==> src/rtl/dma2d_pkg.sv <==
// Shared definitions for the two-dimensional DMA address generator.
// Assumes nothing beyond a single clock domain.
package dma2d_pkg;
    typedef enum logic [1:0] {
        ST_IDLE = 2'd0,
        ST_LINE = 2'd1,
        ST_RING = 2'd2
    } walk_state_t;
endpackage

==> src/rtl/dma2d_line_walker.sv <==
// Rectangle walker: produces the word address of the current beat of a
// line-by-line transfer and flags the final beat.
// Assumes the length captured at load is non-zero and that step is only
// raised while the owner is in line mode.
module dma2d_line_walker #(
    parameter int AW = 32,
    parameter int LW = 16,
    parameter int CW = 16
) (
    input  logic          clk,
    input  logic          rst_n,
    input  logic          load,
    input  logic          step,
    input  logic          active,
    input  logic [AW-1:0] base,
    input  logic [LW-1:0] len,
    input  logic [LW-1:0] pitch,
    input  logic [CW-1:0] lines,
    output logic [AW-1:0] addr,
    output logic          last
);
    logic [AW-1:0] row_base;
    logic [LW-1:0] col;
    logic [CW-1:0] row;
    logic [LW-1:0] len_q;
    logic [LW-1:0] pitch_q;
    logic [CW-1:0] lines_q;
    logic          end_of_row;

    assign end_of_row = (col == len_q - LW'(1));
    assign last       = end_of_row && (row == lines_q);
    assign addr       = row_base + AW'(col);

    // Capture geometry at load; advance column, then row, per accepted beat.
    always_ff @(posedge clk) begin
        if (!rst_n) begin
            row_base <= '0;
            col      <= '0;
            row      <= '0;
            len_q    <= '0;
            pitch_q  <= '0;
            lines_q  <= '0;
        end else if (load) begin
            row_base <= base;
            col      <= '0;
            row      <= '0;
            len_q    <= len;
            pitch_q  <= pitch;
            lines_q  <= lines;
        end else if (step && !last) begin
            if (end_of_row) begin
                col      <= '0;
                row      <= row + CW'(1);
                row_base <= row_base + AW'(pitch_q);
            end else begin
                col <= col + LW'(1);
            end
        end
    end

    // the column stays inside the programmed line while walking.
    p_col_range_r3: assert property (@(posedge clk) disable iff (!rst_n)
        active |-> (col < len_q));
endmodule

==> src/rtl/dma2d_ring_walker.sv <==
// Ring walker: produces the word address inside a wrapping area of
// pitch*(lines+1) words and flags the last word of each half.
// Assumes the area is at least two words while active.
module dma2d_ring_walker #(
    parameter int AW = 32,
    parameter int LW = 16,
    parameter int CW = 16
) (
    input  logic          clk,
    input  logic          rst_n,
    input  logic          load,
    input  logic          step,
    input  logic          active,
    input  logic [AW-1:0] base,
    input  logic [LW-1:0] pitch,
    input  logic [CW-1:0] lines,
    output logic [AW-1:0] addr,
    output logic          half_hit,
    output logic          wrap_hit
);
    localparam int AREA_W = LW + CW;

    logic [AW-1:0]     base_q;
    logic [AREA_W-1:0] area_q;
    logic [AREA_W-1:0] half_q;
    logic [AREA_W-1:0] pos;

    assign addr     = base_q + AW'(pos);
    assign wrap_hit = (pos == area_q - AREA_W'(1));
    assign half_hit = (half_q != '0) && (pos == half_q - AREA_W'(1));

    // Capture area size at load; step the offset and wrap at the end.
    always_ff @(posedge clk) begin
        if (!rst_n) begin
            base_q <= '0;
            area_q <= '0;
            half_q <= '0;
            pos    <= '0;
        end else if (load) begin
            base_q <= base;
            area_q <= AREA_W'(pitch) * (AREA_W'(lines) + AREA_W'(1));
            half_q <= (AREA_W'(pitch) * (AREA_W'(lines) + AREA_W'(1))) >> 1;
            pos    <= '0;
        end else if (step) begin
            pos <= wrap_hit ? '0 : pos + AREA_W'(1);
        end
    end

    // the ring offset never leaves the programmed area.
    p_pos_range_r6: assert property (@(posedge clk) disable iff (!rst_n)
        active |-> (pos < area_q));
endmodule

==> src/rtl/dma2d_addr_gen.sv <==
// Top of the per-channel 2-D DMA address generator. Selects rectangle or
// ring mode at start, offers one word request per cycle on a request/grant
// handshake, and raises done or half/wrap events.
// Assumes a single requester per channel and a grant that is only
// meaningful while req_valid is high.
module dma2d_addr_gen
    import dma2d_pkg::*;
#(
    parameter int AW = 32,
    parameter int LW = 16,
    parameter int CW = 16
) (
    input  logic          clk,
    input  logic          rst_n,
    input  logic [AW-1:0] cfg_base,
    input  logic [LW-1:0] cfg_line_len,
    input  logic [LW-1:0] cfg_pitch,
    input  logic [CW-1:0] cfg_lines,
    input  logic          cfg_burst4,
    input  logic          cfg_dir,
    input  logic          start,
    input  logic          abort,
    input  logic [1:0]    loop_en,
    output logic          req_valid,
    output logic [AW-1:0] req_addr,
    output logic          req_burst,
    output logic          req_dir,
    input  logic          req_grant,
    output logic [AW-1:0] cur_addr,
    output logic          busy,
    output logic          done,
    output logic          half_evt,
    output logic          wrap_evt
);
    walk_state_t   state;
    logic          ring_mode_q;
    logic          start_ok;
    logic          line_load;
    logic          ring_load;
    logic          beat;
    logic          line_step;
    logic          ring_step;
    logic [AW-1:0] line_addr;
    logic [AW-1:0] ring_addr;
    logic          line_last;
    logic          ring_half;
    logic          ring_wrap;

    assign start_ok  = start && (state == ST_IDLE) && !abort;
    assign line_load = start_ok && (cfg_line_len != '0);
    assign ring_load = start_ok && (cfg_line_len == '0);
    assign req_valid = (state == ST_LINE) ||
                       ((state == ST_RING) && (loop_en == 2'b11));
    assign beat      = req_valid && req_grant && !abort;
    assign line_step = beat && (state == ST_LINE);
    assign ring_step = beat && (state == ST_RING);
    assign cur_addr  = ring_mode_q ? ring_addr : line_addr;
    assign req_addr  = cur_addr;
    assign busy      = (state != ST_IDLE);

    dma2d_line_walker #(.AW(AW), .LW(LW), .CW(CW)) u_line (
        .clk    (clk),
        .rst_n  (rst_n),
        .load   (line_load),
        .step   (line_step),
        .active (state == ST_LINE),
        .base   (cfg_base),
        .len    (cfg_line_len),
        .pitch  (cfg_pitch),
        .lines  (cfg_lines),
        .addr   (line_addr),
        .last   (line_last)
    );

    dma2d_ring_walker #(.AW(AW), .LW(LW), .CW(CW)) u_ring (
        .clk      (clk),
        .rst_n    (rst_n),
        .load     (ring_load),
        .step     (ring_step),
        .active   (state == ST_RING),
        .base     (cfg_base),
        .pitch    (cfg_pitch),
        .lines    (cfg_lines),
        .addr     (ring_addr),
        .half_hit (ring_half),
        .wrap_hit (ring_wrap)
    );

    // Mode sequencing: abort first, then start from idle, then completion.
    always_ff @(posedge clk) begin
        if (!rst_n) begin
            state <= ST_IDLE;
        end else if (abort) begin
            state <= ST_IDLE;
        end else if (start_ok) begin
            state <= line_load ? ST_LINE : ST_RING;
        end else if (line_step && line_last) begin
            state <= ST_IDLE;
        end
    end

    // Capture mode and control bits when a transfer is accepted.
    always_ff @(posedge clk) begin
        if (!rst_n) begin
            ring_mode_q <= 1'b0;
            req_burst   <= 1'b0;
            req_dir     <= 1'b0;
        end else if (start_ok) begin
            ring_mode_q <= ring_load;
            req_burst   <= cfg_burst4;
            req_dir     <= cfg_dir;
        end
    end

    // One-cycle completion and ring event pulses.
    always_ff @(posedge clk) begin
        if (!rst_n) begin
            done     <= 1'b0;
            half_evt <= 1'b0;
            wrap_evt <= 1'b0;
        end else begin
            done     <= line_step && line_last;
            half_evt <= ring_step && ring_half;
            wrap_evt <= ring_step && ring_wrap;
        end
    end

    // no accepted beat while busy means the address holds.
    p_hold_addr_r4: assert property (@(posedge clk) disable iff (!rst_n)
        (busy && !(req_valid && req_grant) && !abort) |=> $stable(cur_addr));
    // done lasts a single cycle.
    p_done_pulse_r5: assert property (@(posedge clk) disable iff (!rst_n)
        done |=> !done);
    // done coincides with idle.
    p_done_idle_r5: assert property (@(posedge clk) disable iff (!rst_n)
        done |-> !busy);
    // ring mode never completes.
    p_ring_no_done_r6: assert property (@(posedge clk) disable iff (!rst_n)
        (state == ST_RING) |=> !done);
    // the two ring events never fire together.
    p_evt_excl_r7: assert property (@(posedge clk) disable iff (!rst_n)
        !(half_evt && wrap_evt));
    // a paused ring holds its address.
    p_pause_hold_r8: assert property (@(posedge clk) disable iff (!rst_n)
        ((state == ST_RING) && (loop_en != 2'b11) && !abort) |=> $stable(cur_addr));
    // abort ends in idle with no done.
    p_abort_idle_r9: assert property (@(posedge clk) disable iff (!rst_n)
        abort |=> (!busy && !done));
endmodule

==> config.mk <==
export PLATFORM = sky130hd
export DESIGN_NAME = dma2d_addr_gen
export DESIGN_NICKNAME = d
export VERILOG_FILES = /design/src/rtl/dma2d_pkg.sv /design/src/rtl/dma2d_line_walker.sv /design/src/rtl/dma2d_ring_walker.sv /design/src/rtl/dma2d_addr_gen.sv
export SDC_FILE = /design/constraint.sdc
export NUM_CORES = 1
export LEC_CHECK = 0
export BUFFER_PORTS_ARGS = -buffer_cell sky130_fd_sc_hd__buf_2
export CAP_MARGIN = 20
export CORE_MARGIN = 4
export CORE_UTILIZATION = 65
export CTS_CLUSTER_DIAMETER = 60
export DETAILED_ROUTE_END_ITERATION = 16
export HOLD_SLACK_MARGIN = 0.02
export PLACE_DENSITY = 0.95
export SYNTH_ARGS = -nofsm -noshare
export SYNTH_HDL_FRONTEND = slang
export SYNTH_SLANG_ARGS = --single-unit
==> constraint.sdc <==
create_clock -name clk -period 14.75 [get_ports clk]
set_input_delay 0.7375 -clock clk [delete_from_list [all_inputs] [get_ports clk]]
set_output_delay 0.7375 -clock clk [all_outputs]
set_load 0.005 [all_outputs]
==> load_flow_metrics.sql <==
INSERT INTO impl_metrics (metric_group, metric, value, unit) VALUES
('outcome', 'result_of_the_run', 'completed', ''),
('synth', 'synth_top_area_cell', 'sky130_fd_sc_hd__dfxtp_1', ''),
('power', 'net-switching-power', '2.08', 'mW'),
('power', 'fraction_of_power_spent_switching_nets', '49.0', '%'),
('detailed_routing', 'total_number_of_vias', '23500', ''),
('synth', 'syn-cell-area', '24500', 'um^2'),
('grt', 'grt_max_degree', '83', ''),
('cts', 'clk_latency', '0.56', 'ns'),
('detailed_routing', 'drt_iter0_drc', '2363', ''),
('grt', 'grt_usage', '35.8', '%'),
('detailed_routing', 'viasPerCell', '6.42', ''),
('synth', 'post_synth_main_area_contributors', 'sky130_fd_sc_hd__dfxtp_1 (18%), sky130_fd_sc_hd__fa_1 (17%), sky130_fd_sc_hd__ha_1 (8.8%)', ''),
('critical_path', 'critPathRequiredTime', '15.22', 'ns'),
('timing', 'maxClockFrequency', '129', 'MHz'),
('synth', 'synth.top_cell.area_share', '17.7', '%'),
('detailed_routing', 'dr.pass1.iters', '6', ''),
('placed_design', 'place.detailed.instances', '3618', ''),
('cts', 'worst_setup_hold_path_clk_slew', '0.07', 'ns'),
('synth', 'synth.net_count', '3592', ''),
('timing', 'hold_viol_final', '0', ''),
('timing', 'timing.final.crit_period', '7.77', 'ns'),
('critical_path', 'path_class', 'in2reg', ''),
('timing', 'tightest_slew', '1.18', 'ns'),
('cells_and_area', 'fill_cells', '2805', ''),
('synth', 'edff_count_synth', '0', ''),
('critical_path', 'path_max_fanout', '20', ''),
('floorplanning', 'floorplan.io_pins', '160', ''),
('power', 'clock_power_share', '15.4', '%'),
('synth', 'synth_flop_cell', 'sky130_fd_sc_hd__dfxtp_1', ''),
('cts', 'ctsHoldBuffers', '0', ''),
('timing', 'timing.final.crit_share', '52.7', '%'),
('cts', 'resize_count_post_cts', '0', ''),
('cells_and_area', 'nets_final', '3614', ''),
('run', 'timing.max_cap.violations', '0', ''),
('power', 'power_frac_comb', '70.4', '%'),
('synth', 'synth-seq-area-share', '17.7', '%'),
('critical_path', 'wp_data_arrival', '8.24', 'ns'),
('power', 'leakagePower', '11.9', 'nW'),
('cts', 'post-cts-setup-buffers', '0', ''),
('timing', 'slew_headroom', '20.7', '%'),
('timing', 'slew_violations', '0', ''),
('detailed_routing', 'drc_errors', '0', ''),
('placed_design', 'place_hpwl', '57.7', 'mm'),
('synth', 'postSynth.asyncResetShare', '0', '%'),
('timing', 'grt_setup_unrepaired', 'false', ''),
('grt', 'grt_pass1_vias', '23700', ''),
('critical_path', 'critical_path.endpoint_type', 'flop', ''),
('grt', 'grt-ovfl-total', '0', ''),
('cts', 'clock_tree.root_cell', 'sky130_fd_sc_hd__clkbuf_16', ''),
('timing', 'finalHoldWorstSlack', '0.429', 'ns'),
('synth', 'synth.ff_latch_count', '216', ''),
('floorplanning', 'initial_core_util', '66.4', '%'),
('timing', 'finalSetupTns', '0', 'ns'),
('timing', 'setup-violations-final', '0', ''),
('floorplanning', 'die_width', '202', 'um'),
('detailed_routing', 'antenna_violating_nets_post_route', '0', ''),
('floorplanning', 'die-height', '202', 'um'),
('cts', 'cts_max_path_buffers', '3', ''),
('placed_design', 'finalWeightedCongestion', '1.02', ''),
('cells_and_area', 'area_delta_synth_final', '6.93', '%'),
('power', 'share_seq_of_total_power', '14.3', '%'),
('synth', 'synth_cell_types', '79', ''),
('grt', 'grt_first_pass_wirelength', '121', 'mm'),
('floorplanning', 'area_of_the_die', '40900', 'um^2'),
('cts', 'clock_tree.htree_level_count', '1', ''),
('synth', 'post_synth_inst_count', '3121', ''),
('cts', 'numClockSinks', '216', ''),
('cts', 'cts_inserted_buffers', '26', ''),
('synth', 'yosysWarningCount', '0', ''),
('cells_and_area', 'final_layout_size_suffix_gt1_share', '8.38', '%'),
('hold_path', 'hold_path_class', 'in2reg', '');
[metrics by stage]
| stage | setup WS [ns] | instance area, um^2 | utilization [%] | total power, mW |
|---|---|---|---|---|
| after floorplan | 7.43 | 24500 | - | 2.76 |
| after global placement | 6.71 | 25300 | 68.7 | 3.37 |
| after detailed placement | 6.55 | 25300 | 68.7 | 3.51 |
| after CTS | 7.10 | 26200 | 71.0 | 4.17 |
| after global routing | 6.53 | 26200 | 71.0 | 4.58 |
| final | 6.98 | 26200 | 71.0 | 4.26 |
[final cells by class]
class | instances | area [um^2] | share of cell area (%)
inverters | 282 | 1060 | 4.05
repair buffers | 188 | 1010 | 3.86
well taps | 504 | 631 | 2.41
clock inverters | 11 | 108 | 0.411
clock buffers | 37 | 763 | 2.91
flip-flops and latches | 216 | 4320 | 16.5
multi-input cells | 2429 | 18300 | 69.9
[metal layers]
layer  vias to the layer above  track usage [%]  wire, um  part of all wire (%)
met5                         -                0         0                     0
met4                         0             18.2      4370                   5.8
met3                       323             7.28      7270                   9.6
met2                      1419             59.4     35300                    47
met1                     11200             44.3     28800                    38
li1                      10600                -         -                     -
[layout by cell type (no fill, tap or decap), types with 72 or more instances in the layout]
master,synthesis,final
sky130_fd_sc_hd__nand2_1,499,498
sky130_fd_sc_hd__inv_1,281,281
sky130_fd_sc_hd__a21oi_1,246,246
sky130_fd_sc_hd__dfxtp_1,216,216
sky130_fd_sc_hd__fa_1,210,210
sky130_fd_sc_hd__ha_1,172,172
sky130_fd_sc_hd__buf_2,10,160
sky130_fd_sc_hd__and2_1,152,151
sky130_fd_sc_hd__xnor2_1,125,123
sky130_fd_sc_hd__nor2_1,123,122
sky130_fd_sc_hd__xor2_1,111,110
sky130_fd_sc_hd__o21ai_0,97,97
sky130_fd_sc_hd__nor3_1,75,75
sky130_fd_sc_hd__nand3_1,72,72
[worst max-delay path, cell delays in order]
cell and delay [ns]:
sky130_fd_sc_hd__buf_2 0.40, sky130_fd_sc_hd__ha_1 0.32, sky130_fd_sc_hd__nand3_1 0.24, sky130_fd_sc_hd__nor3_1 0.25
sky130_fd_sc_hd__xor2_1 0.17, sky130_fd_sc_hd__buf_4 0.24, sky130_fd_sc_hd__nand2_1 0.11, sky130_fd_sc_hd__fa_1 0.52
sky130_fd_sc_hd__fa_1 0.52, sky130_fd_sc_hd__fa_1 0.51, sky130_fd_sc_hd__inv_1 0.05, sky130_fd_sc_hd__fa_1 0.48
sky130_fd_sc_hd__fa_1 0.50, sky130_fd_sc_hd__inv_1 0.05, sky130_fd_sc_hd__fa_1 0.47, sky130_fd_sc_hd__inv_1 0.04
sky130_fd_sc_hd__ha_1 0.36, sky130_fd_sc_hd__and3_1 0.22, sky130_fd_sc_hd__and3_1 0.18, sky130_fd_sc_hd__a211oi_1 0.69
sky130_fd_sc_hd__nor3_1 0.22, sky130_fd_sc_hd__o21ai_0 0.29, sky130_fd_sc_hd__a31oi_1 0.18, sky130_fd_sc_hd__a2111o_1 0.40
sky130_fd_sc_hd__o211ai_1 0.09
[kinds of logic (layout without fill, tap and decap cells)]
kind of cell,after synthesis,count (layout),share of synthesized area (%)
adder cells (fa/ha/maj),382,382,25.9
multiplexers,16,16,0.664
flip-flops,216,216,17.7
buffers and inverters,476,518,7.86
AO/OA/AOI/OAI,598,598,15.1
AND/OR/NAND/NOR,1196,1196,24.2
XOR/XNOR,237,237,8.53
[state kept, by name, indices dropped and copies added, names as in the netlist]
signal	flops
wrap_evt	1
u_line.lines_q	16
u_line.row_base	32
u_line.row	16
u_ring.area_q	32
u_ring.base_q	32
done	1
req_dir	1
u_line.len_q	16
state	2
u_line.pitch_q	16
u_line.col	16
req_burst	1
half_evt	1
ring_mode_q	1
u_ring.pos	32
[worst paths after layout]
kind                                      start                             end  slack (ns)  cells after the start
setup / recovery                   cfg_lines[0]  u_ring.area_q[31]$_SDFFE_PN0P_        6.98                     25
hold / removal                 cfg_line_len[10]   u_line.len_q[10]$_SDFFE_PN0P_        0.43                      3
setup reg to reg   u_line.len_q[0]$_SDFFE_PN0P_     u_line.row[14]$_SDFFE_PP0P_       10.63                      9
hold reg to reg   u_ring.base_q[8]$_SDFFE_PN0P_   u_ring.base_q[8]$_SDFFE_PN0P_        0.46                      2
[synthesized netlist by cell type (all sizes together) (49+ instances only)]
master	n
fa	210
inv	282
a21oi	246
nand2	499
xor2	111
clkbuf	145
nand3	72
ha	172
and2	152
dfxtp	216
xnor2	125
nor3	77
nand4	55
o21ai	98
nor2	123
buf	49
[power groups by stage]
stage	logic (mW)	clock network [mW]	registers, mW
6_report	2.99	0.655	0.607
2_1_floorplan	2.14	0	0.615
3_5_place_dp	2.89	0	0.619
4_1_cts	2.91	0.656	0.606
5_1_grt	3.30	0.679	0.608
3_3_place_gp	2.75	0	0.619
Note: power is estimated with default switching activity, not from simulation.
